## src/rtl/seg_guard_pkg.sv

```systemverilog
package seg_guard_pkg;
  typedef enum logic [1:0] {
    ACC_READ  = 2'b00,
    ACC_WRITE = 2'b01,
    ACC_EXEC  = 2'b10
  } acc_mode_e;

  // segments 0..DATA_LAST carry read/write/expand-down attributes
  localparam int unsigned DATA_LAST = 6;
  // segment indices excused from the zero-selector check
  localparam logic [15:0] NULL_EXEMPT = 16'b0000_0111_0100_0000;
endpackage

```

## src/rtl/seg_perm_check.sv

```systemverilog
module seg_perm_check
  import seg_guard_pkg::*;
#(
  parameter int IDX_W = 4,
  parameter int SEL_W = 16
) (
  input  logic [IDX_W-1:0] seg_idx,
  input  logic [SEL_W-1:0] seg_sel,
  input  logic             attr_rd,
  input  logic             attr_wr,
  input  logic [1:0]       acc_mode,
  input  logic             store_chk,
  output logic             data_class,
  output logic             perm_fault
);
  logic exempt, null_f, wr_f, rd_f;

  always_comb begin
    exempt     = (int'(seg_idx) < 16) ? NULL_EXEMPT[seg_idx] : 1'b0;
    data_class = (int'(seg_idx) <= int'(DATA_LAST));
    null_f     = !exempt && (seg_sel == '0);
    wr_f       = data_class && !attr_wr &&
                 ((acc_mode == ACC_WRITE) || store_chk);
    rd_f       = data_class && !attr_rd && (acc_mode == ACC_READ);
    perm_fault = null_f || wr_f || rd_f;
  end
endmodule

```

## src/rtl/seg_limit_check.sv

```systemverilog
module seg_limit_check #(
  parameter int AW     = 64,
  parameter int SIZE_W = 4
) (
  input  logic [AW-1:0]     vaddr,
  input  logic [AW-1:0]     seg_base,
  input  logic [AW-1:0]     seg_limit,
  input  logic [SIZE_W-1:0] acc_size,
  input  logic [1:0]        size_log,
  input  logic              expand_down,
  output logic              limit_fault
);
  logic [AW-1:0] wmask, offs, offs_end;
  logic [7:0]    wbits;

  always_comb begin
    wbits    = 8'd8 << size_log;
    wmask    = ~({AW{1'b1}} << wbits);
    offs     = (vaddr - seg_base) & wmask;
    offs_end = offs + AW'(acc_size) - AW'(1);
    if (expand_down)
      limit_fault = (offs <= seg_limit) || (offs_end <= seg_limit);
    else
      limit_fault = (offs > seg_limit) || (offs_end > seg_limit);
  end
endmodule

```

## src/rtl/seg_guard.sv

```systemverilog
module seg_guard
  import seg_guard_pkg::*;
#(
  parameter int AW     = 64,
  parameter int IDX_W  = 4,
  parameter int SEL_W  = 16,
  parameter int SIZE_W = 4
) (
  input  logic              clk,
  input  logic              rst,
  input  logic              req_valid,
  input  logic [IDX_W-1:0]  seg_idx,
  input  logic [SEL_W-1:0]  seg_sel,
  input  logic              attr_rd,
  input  logic              attr_wr,
  input  logic              attr_xd,
  input  logic [AW-1:0]     seg_base,
  input  logic [AW-1:0]     seg_limit,
  input  logic [1:0]        acc_mode,
  input  logic              store_chk,
  input  logic [SIZE_W-1:0] acc_size,
  input  logic              asz_ovr,
  input  logic [1:0]        def_log,
  input  logic [1:0]        alt_log,
  input  logic              prot_en,
  input  logic              long_mode,
  input  logic              sub64,
  input  logic [AW-1:0]     vaddr,
  output logic              gp_fault,
  output logic              rsp_valid,
  output logic              rsp_fault,
  output logic [AW-1:0]     rsp_addr
);
  localparam int NARROW = (AW < 32) ? AW : 32;

  logic          data_class, perm_f, lim_f, checks_on, fault_c, narrow;
  logic [1:0]    size_log;
  logic [AW-1:0] addr_c;

  seg_perm_check #(.IDX_W(IDX_W), .SEL_W(SEL_W)) u_perm (
    .seg_idx    (seg_idx),
    .seg_sel    (seg_sel),
    .attr_rd    (attr_rd),
    .attr_wr    (attr_wr),
    .acc_mode   (acc_mode),
    .store_chk  (store_chk),
    .data_class (data_class),
    .perm_fault (perm_f)
  );

  seg_limit_check #(.AW(AW), .SIZE_W(SIZE_W)) u_lim (
    .vaddr       (vaddr),
    .seg_base    (seg_base),
    .seg_limit   (seg_limit),
    .acc_size    (acc_size),
    .size_log    (size_log),
    .expand_down (attr_xd && data_class),
    .limit_fault (lim_f)
  );

  always_comb begin
    size_log  = asz_ovr ? alt_log : def_log;
    checks_on = prot_en && !long_mode;
    fault_c   = req_valid && checks_on && (perm_f || lim_f);
    narrow    = prot_en && (!sub64 || asz_ovr);
    addr_c    = vaddr;
    if (narrow)
      addr_c = vaddr & AW'({NARROW{1'b1}});
  end

  assign gp_fault = fault_c;

  always_ff @(posedge clk) begin
    if (rst) begin
      rsp_valid <= 1'b0;
      rsp_fault <= 1'b0;
      rsp_addr  <= '0;
    end else begin
      rsp_valid <= req_valid;
      rsp_fault <= fault_c;
      rsp_addr  <= addr_c;
    end
  end
endmodule

```

## config.mk

```make
export PLATFORM = sky130hd
export DESIGN_NAME = seg_guard
export DESIGN_NICKNAME = d
export VERILOG_FILES = /design/src/rtl/seg_guard_pkg.sv /design/src/rtl/seg_perm_check.sv /design/src/rtl/seg_limit_check.sv /design/src/rtl/seg_guard.sv
export SDC_FILE = /design/constraint.sdc
export NUM_CORES = 1
export LEC_CHECK = 0
export ABC_AREA = 0
export BUFFER_PORTS_ARGS = -buffer_cell sky130_fd_sc_hd__buf_4
export CAP_MARGIN = 5
export CORE_ASPECT_RATIO = 0.9
export CORE_MARGIN = 2
export CORE_UTILIZATION = 40
export CTS_CLUSTER_SIZE = 40
export DETAILED_ROUTE_END_ITERATION = 7
export SKIP_LAST_GASP = 1
export SLEW_MARGIN = 20
export SYNTH_ARGS = -nofsm -noshare
export SYNTH_HDL_FRONTEND = slang
export SYNTH_SLANG_ARGS = --single-unit
export TNS_END_PERCENT = 10
```

## constraint.sdc

```tcl
create_clock -name clk -period 12.95 [get_ports clk]
set_input_delay 1.9425 -clock clk [delete_from_list [all_inputs] [get_ports clk]]
set_output_delay 1.9425 -clock clk [all_outputs]
set_load 0.005 [all_outputs]
```

==> metrics, run 1 <==
top post-synthesis cells by area ha_1 25%, dfxtp_1 10%, a21o_1 8.0%; Post-synth top cells 257 x ha_1, 219 x inv_1, 185 x a21oi_1; Worst-Margin Slew around 0.91 ns; Final Critical Period about 12 ns; final wirelength 43.7 mm; crit-path most repeated cell o21ai_0; maximum VDD drop 0.0868 mV; antenna violations before repair 0; yosys warns 0; most common cell in the netlist ha_1; Leak Pwr between 8 and 9 nW; fin crit share 0.913; CTS tree yes; Port Buf Inserts between 200 and 300; Reg clk slew, reported paths ~0.05 ns; Via Count ~14k; Yosys reg bits 66; clock buffer depth 2; setup repair bufs after CTS 0; drt drc 5; dpl hpwl ~38 mm; ant diodes 0; Worst Path Required 11.01 ns; Top Ports 300; share of cells above drive strength 1 0.164; Die Span X 194 um; critical path fanouts, max 8; CTS Root Cell clkbuf_16; Die H approximately 180 um; Post-CTS Hold Fix Bufs 0; Mean Syn Cell Area 7.24 sq um; Sink Count 66; die area roughly 34000 sq um; Synth top area share 0.246; CTS H-tree depth 3; Min Hold Slack 1.81 ns; failing checks DRC; Design Power ~0.0019 W; max_slew headroom 0.377; Reg area 1320 sq um; Max Clk Rate between 0.08 and 0.09 GHz; number of fill cells in the layout 3225; drt pass-1 iters 8; HP Class in -> reg; # Max-Cap Violations 0; Detail Route Antenna Nets 0; vias in the first global route ~13k; Final Hold Fails 0; crit path max-delay cell type o31ai_1; asr flop ratio synth 0; RSZ-0062 raised after global routing false; Starting Density 0.407; Distinct cells, synth 80; GRT Util Overall 0.250; core area between 30000 and 40000 sq um; Yosys top cell by area ha_1; first-pass GRT wire length 68.7 mm; Post-synth EDFFs 0; nets@finish approximately 2.5k; Layout area overhead 21.5%; Row Count a little over 60; Power Density approximately 120 nW/um^2; DRT iter0 DRCs between 1k and 1.5k; CP Class in -> out; Via density roughly 5.5; grt ovf 0; Routed WL per cell ~18 um; cells after synthesis 1802; worst setup margin between 1 and 1.5 ns; post_cts resized 0; status finished, violations left; crit path DAT approximately 9.9 ns; Main synth FF type dfxtp_1; crit start category primary input; setup total negative slack 0 ns; area of the multi-input gates around 11000 sq um; final setup violation count 0; Seq/Total Area, Yosys 0.101; Mapped Area ~13000 sq um; gp weighted congestion approximately 0.97; CP max stage delay ~0.5 ns; largest net degree at the start of global routing 44; CTS buffer count 9; final core occ 0.495; Critical Path End Type primary output; Place WS ~1.3 ns; Max Slew Vio Count 0; syn_nets 2294
[stage by stage]
stage	cell area (sq um)	std cells
floorplan	13000	1802
global placement	15600	2453
detailed placement	15600	2453
CTS	15800	2468
global route	15800	2468
finish	15800	2468
[worst max-delay path, delay by kind of cell]
kind,cells,cell delay (ns)
compound gates,16,4.17
buf+inv,4,0.37
simple gates,12,1.58
fa+ha+maj,4,1.35
xor+xnor,2,0.45
[cells by family after synthesis]
logic type | after synthesis | synth area share
compound gates | 559 | 0.278
xor+xnor | 119 | 0.0799
fa+ha+maj | 259 | 0.250
buf+inv | 283 | 0.0836
flops | 66 | 0.101
mux | 5 | 0.00422
simple gates | 511 | 0.203
[sequential cells by signal, indices dropped and copies added, names as in the netlist]
name,count
rsp_fault,1
rsp_addr,64
rsp_valid,1
[cell type report]
type | instances | area share
Sequential cell | 66 | 0.0834
Inverter | 219 | 0.0519
Timing Repair Buffer | 299 | 0.142
Multi-Input combinational cell | 1453 | 0.672
Clock inverter | 3 | 0.00253
Tap cell | 416 | 0.0328
Clock buffer | 12 | 0.0156
[worst paths after layout]
kind      start           end  slack, ns  depth (start not counted)
max    vaddr[0]      gp_fault       1.12                         38
min   vaddr[58]  rsp_addr[58]       1.81                          2
[layer usage]
layer | part of all wire | track usage | up-vias
met2 | 0.40 | 0.369 | 520
li1 | - | - | 6882
met1 | 0.51 | 0.381 | 6197
met4 | 0.016 | 0.0548 | 0
met5 | 0 | 0 | -
met3 | 0.072 | 0.0359 | 35
[layout by cell type, fill, tap and decap left out, drive strengths merged, types with 10 or more instances in the layout]
cell type,instances
a21oi,185
nor4,10
nand3,35
nor3,19
o21bai,30
nand4,70
nor2b,45
ha,257
nand2,149
buf,299
xor2,47
inv,219
and2,54
o21ai,95
a21o,139
xnor2,72
nor2,73
a211oi,11
nand2b,19
dfxtp,66
a31oi,21
clkbuf,12
o21a,17
[where the power goes]
part,total [W],internal (W),switching (W)
combinational,0.00144,0.000614,0.000822
clock,0.000245,0.000153,0.0000928
sequential,0.000217,0.000214,0.00000310
total,0.00190,0.000981,0.000918
(Power assumes the default switching activity.)
==> inputs of run 2 (changes only) <==
- CORE_UTILIZATION: 40 -> 57
- PLACE_DENSITY: not set -> 0.84
==> metrics, run 2 (synthesized netlist as in run 1, its figures left out) <==
met3 usage 0.0732 (+0.0373); grt ovf 0 (unchanged); largest net degree at the start of global routing 36 (-18%); CP Class in -> out; Post-CTS Hold Fix Bufs 0 (unchanged); most frequent cells in the layout 300 x buf_4, 257 x ha_1, 219 x inv_1; post_cts resized 0 (unchanged); status finished, violations left; non-filler cells, final 2351 (-4.7%); clock buffer depth 2 (unchanged); gp weighted congestion 1.00 (+3.3%); nets@finish 2541 (+0.039%); first-pass GRT wire length 67.4 mm (-1.8%); Row Count 52 (-16%); Largest register FFs 64 (unchanged); ant diodes 0 (unchanged); Leak Pwr 8.73 nW (+0.29%); CTS buffer count 9 (unchanged); Detail Route Antenna Nets 0 (unchanged); Reg clk slew, reported paths 0.07 ns (+0.02 ns); Max Clk Rate 0.0847 GHz (+0.16%); setup repair bufs after CTS 0 (unchanged); final wirelength 42.6 mm (-2.6%); critical path fanouts, max 8 (unchanged); Top Registers rsp_addr: 64 flops, rsp_fault: 1 flops, rsp_valid: 1 flops; drt pass-1 iters 8 (unchanged); commonest non-fill, non-tap cell in the layout buf_4; maximum VDD drop 0.0926 mV (+6.7%); Via Count 14.2k (+4.1%); final setup violation count 0 (unchanged); setup total negative slack 0 ns (unchanged); antenna violations before repair 0 (unchanged); CP max stage delay 0.56 ns (+0.06 ns); crit path DAT 9.87 ns (-0.02 ns); Top reg by flops rsp_addr; vias in the first global route 13.4k (+3.4%); fin crit share 0.912 (-0.00143); GRT met1 Usage 0.496 (+0.115); CTS H-tree depth 3 (unchanged); share of cells above drive strength 1 0.166 (+0.00130); hold path start vaddr[55]; RSZ-0062 raised after global routing false; placed instance count 2335 (-4.8%); Routed WL per cell 18.1 um (+2.3%); failing checks DRC; crit path max-delay cell type o31ai_1; Die H 148 um (-16%); Via density 6.04 (+9.3%); drt drc 2 (-3); GR peak layer met2; Worst-Margin Slew 0.748 ns (-0.161 ns); Die Span X 163 um (-16%); CTS Root Cell clkbuf_16; # Max-Cap Violations 0 (unchanged); max_slew headroom 0.487 (+0.110); final core occ 0.700 (+0.205); Starting Density 0.580 (+0.172); Power Density 124 nW/um^2 (+3.5%); CTS tree yes; Critical Path End Type primary output; Final Hold Fails 0 (unchanged); Sink Count 66 (unchanged); Worst Path Required 11.01 ns (about the same); number of fill cells in the layout 1940 (-40%); Final Critical Period 11.81 ns (-0.0186 ns); die area 24100 sq um (-29%); GR Util met2 0.523 (+0.154); Top Ports 300 (unchanged); crit start category primary input; GRT Util Overall 0.344 (+0.0934); dpl hpwl 36.3 mm (-4.7%); Layout area overhead 20.8%; Max Slew Vio Count 0 (unchanged); Port Buf Inserts 299 (unchanged); DRT iter0 DRCs 1371 (+9.2%); HP Class in -> reg; core area 22500 sq um (-30%); CP Launch Point seg_base[0]
-- run 2: changes by cell type in the layout (fill, tap and decap cells not counted) --
cell,previous run,this run
nor2_4,1,0
clkinv_2,2,0
clkbuf_8,1,0
clkinv_4,0,2
nor2_2,1,2
bufinv_16,1,3
clkinvlp_4,0,1
clkbuf_1,2,1
buf_4,299,300
-- run 2: area by class of cell --
| type | count | area (sq um) | share of cell area |
|---|---|---|---|
| Clock buffer | 10 | 229 | 0.0145 |
| Inverter | 219 | 822 | 0.0522 |
| Multi-Input combinational cell | 1453 | 10600 | 0.676 |
| Clock inverter | 6 | 115 | 0.00730 |
| Sequential cell | 66 | 1320 | 0.0838 |
| Timing Repair Buffer | 300 | 2250 | 0.143 |
| Tap cell | 297 | 372 | 0.0236 |
-- run 2: worst paths after layout --
| path | slack [ns] | cells past startpoint | end |
|---|---|---|---|
| hold / removal | 1.81 | 2 | rsp_addr[55] |
| setup / recovery | 1.14 | 38 | gp_fault |
-- run 2: report_power, final --
part / total [W] / switching, W / internal [W]
combinational: 0.00144 / 0.000826 / 0.000617
sequential: 0.000217 / 0.00000331 / 0.000214
clock: 0.000294 / 0.000105 / 0.000189
total: 0.00195 / 0.000934 / 0.00102
-- run 2: routing by layer --
layer  vias up  share of wire  wire (um)
met3        85          0.098       4170
met2       742           0.42      17900
li1       6863              -          -
met5         -              0          0
met1      6500           0.46      19600
met4         0          0.023        979
-- run 2: per-stage QoR --
stage	total power (W)	hold slack [ns]	area [sq um]	setup slack [ns]
6_report	0.00195	1.81	15800	1.14
2_1_floorplan	0.00125	2.01	13000	2.76
3_3_place_gp	0.00158	2.16	15400	1.46
5_1_grt	0.00211	1.81	15800	0.603
3_5_place_dp	0.00161	2.16	15400	1.32
4_1_cts	0.00192	1.81	15800	1.25
-- run 2: worst max-delay path: cells and delay by family --
kind | cells | cell delay (ns)
buf+inv | 3 | 0.33
fa+ha+maj | 4 | 1.26
xor+xnor | 2 | 0.31
compound gates | 18 | 4.62
simple gates | 11 | 1.39
==> inputs of run 3 (changes only) <==
- BUFFER_PORTS_ARGS: -buffer_cell sky130_fd_sc_hd__buf_4 -> -buffer_cell sky130_fd_sc_hd__buf_2
==> metrics, run 3 (synthesized netlist as in run 1, its figures left out) <==
status finished clean; fin crit share 0.926 (+0.0141); final setup violation count 0 (unchanged); placed instance count 2335 (unchanged); Top reg by flops rsp_addr; Flop pwr share 0.114 (+0.003); GRT Util Overall 0.337 (-0.00651); Die H 148 um (unchanged); Worst path top cell family by delay compound AO/OA/AOI/OAI gates; Row Count 52 (unchanged); DRT iter0 DRCs 1212 (-12%); switching power 0.000936 W (+0.21%); Crit path buffers/inverters 4 (+1); CTS Root Cell clkbuf_16; Leak Pwr 8.49 nW (-2.7%); largest net degree at the start of global routing 36 (unchanged); final wirelength 42.0 mm (-1.4%); dpl hpwl 35.9 mm (-1.1%); RSZ-0062 raised after global routing false; Final Critical Period 11.99 ns (+0.182 ns); CTS tree yes; Stages on worst setup path 38 (unchanged); internal power 0.000962 W (-5.7%); drt pass-1 iters 7 (-1); setup repair bufs after CTS 0 (unchanged); CP Class in -> out; Detail Route Antenna Nets 0 (unchanged); Power Density 127 nW/um^2 (+2.2%); Sw Share 0.493 (+0.0151); Routed WL per cell 17.8 um (-1.5%); drt drc 0 (-2); Layout area overhead 14.8%; Post-CTS Hold Fix Bufs 0 (unchanged); most frequent cells in the layout 299 x buf_2, 257 x ha_1, 219 x inv_1; HP Class in -> reg; Starting Density 0.580 (unchanged); # Max-Cap Violations 0 (unchanged); Reg clk slew, reported paths 0.06 ns (about the same); Logic pwr share 0.748 (+0.010); CTS buffer count 9 (unchanged); antenna violations before repair 1 (+1); setup total negative slack 0 ns (unchanged); Cell Area, Placed 14700 sq um (-4.9%); final instance area 15000 sq um (-4.9%); Via density 5.98 (-0.86%); critical path fanouts, max 8 (unchanged); Worst Path Required 11.01 ns (about the same); crit start category primary input; CP Launch Point vaddr[0]; post_cts resized 0 (unchanged); crit path DAT 10.05 ns (+0.18 ns); clock buffer depth 2 (unchanged); Max Clk Rate 0.0834 GHz (-1.5%); Via Count 14.1k (-0.82%); non-filler cells, final 2352 (+0.043%); Die Span X 163 um (unchanged); Port Buf Inserts 299 (unchanged); Sink Count 66 (unchanged); vias in the first global route 13.4k (-0.70%); CP Capture Point gp_fault; crit-path most repeated cell o21ai_0; crit path max-delay cell type o31ai_1; Top Ports 300 (unchanged); nets@finish 2541 (unchanged); Critical Path End Type primary output; first-pass GRT wire length 66.3 mm (-1.7%); Final Hold Fails 0 (unchanged); Clock Power Share 0.138 (-0.012); Worst-Margin Slew 0.885 ns (+0.137 ns); core area 22500 sq um (unchanged); CP max stage delay 0.54 ns (-0.02 ns); share of cells above drive strength 1 0.166 (+0.000487); die area 24100 sq um (unchanged); CTS H-tree depth 3 (unchanged); gp weighted congestion 0.993 (-1.2%); Max Slew Vio Count 0 (unchanged); max_slew headroom 0.410 (-0.0770); maximum VDD drop 0.0943 mV (+1.8%); Top Registers rsp_addr: 64 flops, rsp_fault: 1 flops, rsp_valid: 1 flops; grt ovf 0 (unchanged); Min Hold Slack 1.82 ns (+0.0103 ns); commonest non-fill, non-tap cell in the layout buf_2; Largest register FFs 64 (unchanged)
==> run 3: cell types whose count changed in the layout (fill, tap and decap cells not counted) <==
| cell | delta |
|---|---|
| buf_2 | +299 |
| buf_4 | -299 |
| bufinv_16 | -2 |
| inv_6 | +2 |
| clkbuf_1 | -1 |
| clkbuf_8 | +1 |
| clkinv_4 | -1 |
| clkinvlp_4 | +1 |
| diode_2 | +1 |
==> run 3: metrics by stage <==
step	util	setup slack (ns)	power, W
6_report	0.665	0.957	0.00190
5_1_grt	0.665	0.502	0.00205
3_3_place_gp	0.651	1.32	0.00156
4_1_cts	0.665	1.22	0.00186
3_5_place_dp	0.651	1.28	0.00159
2_1_floorplan	-	2.76	0.00125
==> run 3: power groups by stage <==
stage                     clock [W]  sequential (W)  combinational, W
final                      0.000262        0.000216           0.00142
after floorplan                   0        0.000222           0.00102
after detailed placement          0        0.000221           0.00137
after global placement            0        0.000221           0.00134
after global routing       0.000272        0.000217           0.00156
after CTS                  0.000263        0.000216           0.00138
==> run 3: worst min path at each step <==
stage / start / end / slack [ns] / depth (start not counted)
6_report: vaddr[53] / rsp_addr[53] / 1.82 / 2
5_1_grt: vaddr[59] / rsp_addr[59] / 1.83 / 2
4_1_cts: vaddr[53] / rsp_addr[53] / 1.82 / 2
3_5_place_dp: vaddr[54] / rsp_addr[54] / 2.17 / 2
3_3_place_gp: vaddr[55] / rsp_addr[55] / 2.16 / 2
2_1_floorplan: rst / rsp_addr[10] / 2.01 / 1
==> run 3: routing by layer <==
layer	track usage	up-vias	share of wire
li1	-	6884	-
met1	0.501	6451	0.47
met2	0.515	677	0.43
met3	0.0542	62	0.090
met4	0.0632	0	0.015
met5	0	-	0
==> run 3: cell type report <==
type	instances	area, sq um
antenna	1	2.50
clock buffer	10	239
clock inverter	6	71.3
fill	2064	7530
inverter	219	822
multi-input combinational	1453	10600
sequential	66	1320
tap	297	372
timing repair buffer	300	1500
